===== config.mk =====
export PLATFORM = sky130hd
export DESIGN_NAME = sum_reduce_pp
export DESIGN_NICKNAME = d
export VERILOG_FILES = /design/src/rtl/sum_reduce_pkg.sv /design/src/rtl/srp_lane_tree.sv /design/src/rtl/srp_beat_counter.sv /design/src/rtl/srp_accum.sv /design/src/rtl/sum_reduce_pp.sv
export SDC_FILE = /design/constraint.sdc
export NUM_CORES = 1
export LEC_CHECK = 0
export CAP_MARGIN = 0
export CORE_AREA = 4 4 90 92
export CTS_BUF_LIST = sky130_fd_sc_hd__clkbuf_4
export DETAILED_ROUTE_END_ITERATION = 8
export DIE_AREA = 0 0 94 96
export PLACE_DENSITY = 0.55
export SETUP_SLACK_MARGIN = 0.15
export SLEW_MARGIN = 40
export SYNTH_ARGS = -nofsm -noshare
export SYNTH_HDL_FRONTEND = slang
export SYNTH_HIERARCHICAL = 1
export SYNTH_SLANG_ARGS = --single-unit

===== constraint.sdc =====
create_clock -name clk -period 5.4 [get_ports clk]
set_input_delay 1.08 -clock clk [delete_from_list [all_inputs] [get_ports clk]]
set_output_delay 1.08 -clock clk [all_outputs]
set_load 0.02 [all_outputs]

===== src/rtl/sum_reduce_pkg.sv =====
package sum_reduce_pkg;

    // Counter width that stays legal when the count has a single state.
    function automatic int cnt_bits(input int n);
        return (n > 1) ? $clog2(n) : 1;
    endfunction

    // Number of levels in a binary tree that covers n leaves.
    function automatic int tree_levels(input int n);
        return (n > 1) ? $clog2(n) : 0;
    endfunction

endpackage


===== src/rtl/srp_lane_tree.sv =====
module srp_lane_tree #(
    parameter int W = 11,
    parameter int P = 3
) (
    input  logic [P-1:0][W-1:0] lanes_i,
    output logic [W-1:0]        total_o
);
    import sum_reduce_pkg::*;

    localparam int LV = tree_levels(P);
    localparam int NP = 1 << LV;

    for (genvar lv = 0; lv <= LV; lv++) begin : g_lvl
        localparam int NODES = NP >> lv;
        logic [W-1:0] v [NODES];
        if (lv == 0) begin : g_leaf
            for (genvar j = 0; j < NODES; j++) begin : g_in
                if (j < P) begin : g_used
                    assign v[j] = lanes_i[j];
                end else begin : g_pad
                    assign v[j] = '0;
                end
            end
        end else begin : g_add
            for (genvar j = 0; j < NODES; j++) begin : g_pair
                assign v[j] = g_lvl[lv-1].v[2*j] + g_lvl[lv-1].v[2*j+1];
            end
        end
    end

    assign total_o = g_lvl[LV].v[0];

endmodule


===== src/rtl/srp_beat_counter.sv =====
module srp_beat_counter #(
    parameter int CYC = 4
) (
    input  logic clk,
    input  logic rst_n,
    input  logic en,
    output logic last_o
);
    import sum_reduce_pkg::*;

    localparam int             CW   = cnt_bits(CYC);
    localparam logic [CW-1:0]  LAST = CW'(CYC - 1);

    typedef struct packed {
        logic [CW-1:0] cnt;
    } beat_state_t;

    beat_state_t st_d, st_q;

    always_comb begin
        st_d = st_q;
        if (en) begin
            if (st_q.cnt == LAST) begin
                st_d.cnt = '0;
            end else begin
                st_d.cnt = st_q.cnt + CW'(1);
            end
        end
    end

    always_ff @(posedge clk or negedge rst_n) begin
        if (!rst_n) begin
            st_q <= '0;
        end else begin
            st_q <= st_d;
        end
    end

    assign last_o = (st_q.cnt == LAST);

    // the beat count never leaves its group range
    p_range_r2: assert property (@(posedge clk) disable iff (!rst_n)
        st_q.cnt <= LAST);

    // a disabled edge leaves the beat count untouched
    p_hold_cnt_r6: assert property (@(posedge clk) disable iff (!rst_n)
        !en |=> $stable(st_q.cnt));

    if (CYC > 1) begin : g_gap
        // an enabled final beat is followed by a first beat
        p_restart_r5: assert property (@(posedge clk) disable iff (!rst_n)
            (en && last_o) |=> (!last_o && st_q.cnt == '0));
    end

endmodule


===== src/rtl/srp_accum.sv =====
module srp_accum #(
    parameter int W = 11
) (
    input  logic         clk,
    input  logic         rst_n,
    input  logic         en,
    input  logic         grp_end_i,
    input  logic [W-1:0] add_i,
    output logic [W-1:0] acc_o
);
    typedef struct packed {
        logic [W-1:0] acc;
    } acc_state_t;

    acc_state_t st_d, st_q;

    always_comb begin
        st_d = st_q;
        if (en) begin
            if (grp_end_i) begin
                st_d.acc = '0;
            end else begin
                st_d.acc = st_q.acc + add_i;
            end
        end
    end

    always_ff @(posedge clk or negedge rst_n) begin
        if (!rst_n) begin
            st_q <= '0;
        end else begin
            st_q <= st_d;
        end
    end

    assign acc_o = st_q.acc;

    // the running sum is empty after an enabled group end
    p_clear_r5: assert property (@(posedge clk) disable iff (!rst_n)
        (en && grp_end_i) |=> (st_q.acc == '0));

    // a disabled edge leaves the running sum untouched
    p_hold_acc_r6: assert property (@(posedge clk) disable iff (!rst_n)
        !en |=> $stable(st_q.acc));

endmodule


===== src/rtl/sum_reduce_pp.sv =====
module sum_reduce_pp #(
    parameter int W = 11,
    parameter int M = 12,
    parameter int P = 3
) (
    input  logic               clk,
    input  logic               rst_n,
    input  logic               en,
    input  logic [P-1:0][W-1:0] lanes_i,
    output logic [W-1:0]       sum_o,
    output logic               ready_o,
    output logic               valid_o
);
    localparam int CYC = M / P;

    logic [W-1:0] lane_total;
    logic [W-1:0] acc;
    logic         grp_end;

    srp_lane_tree #(.W(W), .P(P)) u_tree (
        .lanes_i (lanes_i),
        .total_o (lane_total)
    );

    srp_beat_counter #(.CYC(CYC)) u_cnt (
        .clk    (clk),
        .rst_n  (rst_n),
        .en     (en),
        .last_o (grp_end)
    );

    srp_accum #(.W(W)) u_acc (
        .clk       (clk),
        .rst_n     (rst_n),
        .en        (en),
        .grp_end_i (grp_end),
        .add_i     (lane_total),
        .acc_o     (acc)
    );

    assign sum_o   = acc + lane_total;
    assign valid_o = grp_end;
    assign ready_o = 1'b1;

    // a non-final enabled beat hands its output sum to the running sum
    p_carry_r8: assert property (@(posedge clk) disable iff (!rst_n)
        (en && !valid_o) |=> (acc == $past(sum_o)));

    // a disabled edge keeps the result flag
    p_hold_valid_r6: assert property (@(posedge clk) disable iff (!rst_n)
        !en |=> (valid_o == $past(valid_o)));

endmodule


# Word level (Yosys, flattened, before mapping)
# Cells that the tools add are included.
[op_classes]
addsub = 4
eq_ne = 1
n_mux = 2
[ops]
columns = ["cell", "count"]
rows = [
  ["11-bit adder", 3],
  ["11-bit 2-to-1 mux", 1],
  ["2-bit by 1-bit adder with 2-bit output, second input constant", 1],
  ["2-bit == test, second input constant", 1],
  ["2-bit 2-to-1 mux", 1],
]
[totals]
regBits = 13
inputBits = 36
out_inout_bits = 13
word_cells = 9

# Logic depth before layout (Yosys ltp)
[depth]
depth_word = 4
ltp_mapped = 16
mapped_depth_nobuf = 16

# Modules after synthesis
# The synthesis kept the hierarchy.
[modules_own_cells]
columns = ["mod", "instances", "cells_per_inst", "area_each_um2", "seq_area_each_um2"]
rows = [
  ["srp_accum", 1, 103, 958.4, 275.3],
  ["srp_lane_tree", 1, 68, 621.8, 0.0],
  ["sum_reduce_pp", 1, 64, 464.2, 0.0],
  ["srp_beat_counter", 1, 6, 88.8, 50.0],
]

# Worst setup path before layout
# No wires, ideal clock.
[synth_path]
path_type = "input to output"
startpoint = "input lanes_i[1] (netlist bit)"
endpoint = "output sum_o[10]"
arrival_ns = 3.915
required_time_ns = 4.320
path_slack_ns = 0.405
path_stages = 14
n_path_buf = 0
path_cell_list = "fa_1 ha_1 inv_1 fa_1 nand2b_1 a21oi_1 nor2_1 xnor2_1 ha_1 nand3_1 nand2_1 o31ai_1 a21oi_1 xnor2_1"
[synth_via]
elab_chain_cells = 3
[synth_lines]
columns = ["element", "line", "text"]
rows = [
  ["from (decl)", "sum_reduce_pp.sv:9", "input logic [P-1:0][W-1:0] lanes_i,"],
  ["11-bit adder (2 in series)", "srp_lane_tree.sv:26", "assign v[j] = g_lvl[lv-1].v[2*j] + g_lvl[lv-1].v[2*j+1];"],
  ["net lane_total[7]", "sum_reduce_pp.sv:16", "logic [W-1:0] lane_total;"],
  ["11-bit adder", "sum_reduce_pp.sv:41", "assign sum_o = acc + lane_total;"],
  ["to (decl)", "sum_reduce_pp.sv:10", "output logic [W-1:0] sum_o,"],
]
# The timed path passes the listed nets, and every way through them passes these cells.

# Worst setup path after layout
[layout_path]
startpoint = "input lanes_i[5] (netlist bit)"
endpoint = "output sum_o[8]"
# The elaborated chain is that of the path after synthesis.

==> impl_metrics.csv <==
group,metric,value,unit
run_status,status,"finished clean",
critical_path,crit_type,"input pin to output port",
critical_path,critPathTopFamily,"adder cells",
critical_path,crit_arrival,4080,ps
placement,post-place-ws,-572,ps
yosys,ys_seq_elements,13,
sta,finalCriticalPeriod,5160,ps
cts,cts_max_level,1,
route,wl,5900,µm
power,power,2.41,mW
yosys,synth_fp_nets,320,
critical_path,crit_path_cell_trace,"dlygate4sd2_1 -> fa_1 -> ha_4 -> buf_4 -> nand3_2 -> o211ai_1 -> buf_4 -> buf_4 -> nor2_2 -> xnor2_2 -> ha_1 -> buf_4 -> o21a_1 -> nor2_1 -> a21oi_2 -> xor2_1 -> buf_4",
power,power_density,694,nW/µm²
sta,hold_violations,0,
yosys,synth-edff-count,0,
cts,hold_buffers,0,
layout,nNetsFinal,425,
cts,cts_tree,"built",
yosys,postSynthCellCount,241,
sta,max-slew-margin-rel,57.4,%
grt,grt_pass1_vias,2114,
cts,cts_buffers,3,
route,drcViolationCount,0,
layout,seqCellArea,325,µm²
min_path,min_path_type,"flop to flop",
layout,drive_gt1_share,36.2,%
cts,worstSkewPairLatency,290,ps
job,maxCapViolCount,0,
yosys,synth_top_flop_cell,"dfrtp_1",
sta,fmax,0.194,GHz
power,vdd_drop_max,0.625,mV
grt,grt_overflow,0,
grt,antenna_found_initial,0,
grt,global_route.usage.met3,2.89,%
route,routed-via-count,2099,
die,num_io_pins,49,
route,vias_per_cell,4.73,
yosys,ys_types,53,
cts,cts_sinks,13,
grt,grt_first_pass_wirelength,9720,µm
critical_path,required,4320,ps
critical_path,slowest_delay,580,ps
layout,multi_input_area,2030,µm²
placement,gp_congestion,0.858,
route,wl_per_cell,13.3,µm
die,fp.dieW,94,µm
grt,grt_max_degree,16,
placement,port_buffers,47,
die,coreArea,7210,µm²
die,die_h,96,µm
grt,grt_usage,13.3,%
yosys,synth_top_area_cell,"ha_1",
critical_path,critPathCaptureType,"output port",
critical_path,r2r_slack,3120,ps
grt,top_usage_layer,"met2",
placement,dp_hpwl,4500,µm
critical_path,cp.buffers_inverters,6,
die,die_area,9020,µm²
route,firstDrtPassIters,4,
yosys,synthArstFlopShare,100,%
layout,syn_to_final_growth,62.9,%
route,ant_nets,0,
die,rows,31,
layout,n_antenna_cell,0,
critical_path,crit_top_cell,"buf_4",
power,leakagePower,1.57,nW
die,start_util,29.6,%
sta,rsz0062_at_grt,"true",
yosys,synth-seq-area-share,15.2,%
sta,maxSlewViolCount,0,
critical_path,cp_max_fo,3,
cts,path_clk_slew,80,ps
sta,finalSetupViolCount,0,
yosys,syn_avg_cell_area,8.85,µm²
route,initialDrtViolationCount,74,
grt,grt_util_met1,17.0,%
sta,period_share,95.6,%
sta,worstMarginPinSlew,636,ps
yosys,synth.top_cell.area_share,17.6,%
yosys,ys_warn_count,6,
yosys,netlist_area,2130,µm²
critical_path,critPathLaunchType,"input pin",
sta,fin_skew,9.82,ps
grt,met2_usage,23.8,%
layout,nFillCells,709,
yosys,synth.area.top_cells,"ha_1, dfrtp_1, fa_1, xnor2_1, inv_1",
cts,cts_root_buf,"clkbuf_4",
critical_path,crit_path_top_delay_cell,"fa_1",
sta,fin_ws,235,ps
cts,clock_path_buffers,2,
-- area by class of cell --
| cell class | count | area share, % |
|---|---|---|
| Timing Repair Buffer | 103 | 25.2 |
| Clock buffer | 4 | 0.864 |
| Sequential cell | 13 | 9.36 |
| Multi-Input combinational cell | 201 | 58.4 |
| Tap cell | 99 | 3.57 |
| Inverter | 24 | 2.59 |
-- final timing paths --
kind	startpoint	endpoint	cells past startpoint
max	lanes_i[5]	sum_o[8]	17
min in group asynchronous	rst_n	u_acc/acc_o[1]$_DFFE_PN0P_	1
max reg2reg	u_acc/acc_o[0]$_DFFE_PN0P_	u_acc/acc_o[8]$_DFFE_PN0P_	7
min	u_cnt/st_q[1]$_DFFE_PN0P_	u_cnt/st_q[1]$_DFFE_PN0P_	1
min reg2reg	u_cnt/st_q[1]$_DFFE_PN0P_	u_cnt/st_q[1]$_DFFE_PN0P_	1
max in group asynchronous	rst_n	u_acc/acc_o[6]$_DFFE_PN0P_	1
-- layout by cell type, fill, tap and decap left out, types with 5 or more instances in the layout --
cell type         n
inv_2             5
buf_4            56
inv_1            19
o21ai_0           6
clkdlybuf4s50_1  18
ha_4              9
nor2_1           13
xnor2_1          13
nand2_1          15
dfrtp_1          13
fa_1             11
nand3_1          10
xor2_1            8
a21oi_2           6
dlygate4sd2_1    16
o21ai_1           5
a21oi_1           8
ha_1             21
-- cell usage after synthesis (all sizes together) (2+ instances only) --
cell,n
a2111oi,2
a211oi,4
a21o,5
a21oi,18
a22o,2
a31oi,3
and3,3
buf,2
dfrtp,13
fa,13
ha,30
inv,24
mux2,2
nand2,18
nand2b,4
nand3,15
nand3b,2
nor2,16
nor3,2
o2111ai,2
o211ai,3
o21ai,12
o31ai,4
xnor2,18
xor2,8
-- per-layer routing --
metal | wire length, µm | part of all wire (%) | vias up
met5 | 0 | 0 | -
met4 | 29 | 0.49 | 0
met3 | 210 | 3.6 | 2
met2 | 3020 | 51 | 33
met1 | 2640 | 45 | 1002
li1 | - | - | 1062
-- flip-flops by register name, indices dropped and copies added (netlist names) --
signal and flops:
u_cnt/st_q 2, u_acc/acc_o 11
-- through the flow --
| stage | hold WS, ps | TNS (ps) | area (µm²) | utilization (%) | cells |
|---|---|---|---|---|---|
| floorplan | 476 | 0 | 2130 | - | 241 |
| global placement | 494 | -3050 | 3060 | 42.4 | 431 |
| detailed placement | 505 | -3100 | 3060 | 42.4 | 431 |
| CTS | 526 | 0 | 3210 | 44.5 | 438 |
| global route | 565 | 0 | 3470 | 48.2 | 444 |
| finish | 521 | 0 | 3470 | 48.2 | 444 |
-- timing repair --
| action | 4_1_cts | 5_1_grt |
|---|---|---|
| pin swaps | 31 | 40 |
| setup buffers | 3 | 6 |
| endpoints found under the setup margin | 8 | 6 |
| gates resized for setup | 75 | 41 |
| hold endpoints to repair | 0 | 0 |
-- where the power goes --
| group | switching, mW | leakage (nW) | internal, mW | total (mW) |
|---|---|---|---|---|
| Sequential | 0.0550 | 0.161 | 0.147 | 0.202 |
| Clock | 0.0372 | 0.0184 | 0.0337 | 0.0709 |
| Combinational | 1.08 | 1.39 | 1.06 | 2.14 |
| Total | 1.17 | 1.57 | 1.24 | 2.41 |
-- logic make-up (layout without fill, tap and decap cells) --
| family | after synthesis | in the layout | synth area share, % |
|---|---|---|---|
| buffers and inverters | 27 | 131 | 5.28 |
| multiplexers | 2 | 2 | 1.06 |
| other | 1 | 1 | 0.176 |
| AND/OR/NAND/NOR | 66 | 66 | 15.2 |
| AO/OA/AOI/OAI | 63 | 63 | 22.5 |
| flip-flops | 13 | 13 | 15.2 |
| XOR/XNOR | 26 | 26 | 10.7 |
| adder cells (fa/ha/maj) | 43 | 43 | 29.8 |
No activity file was read; power rests on OpenSTA's default activity.
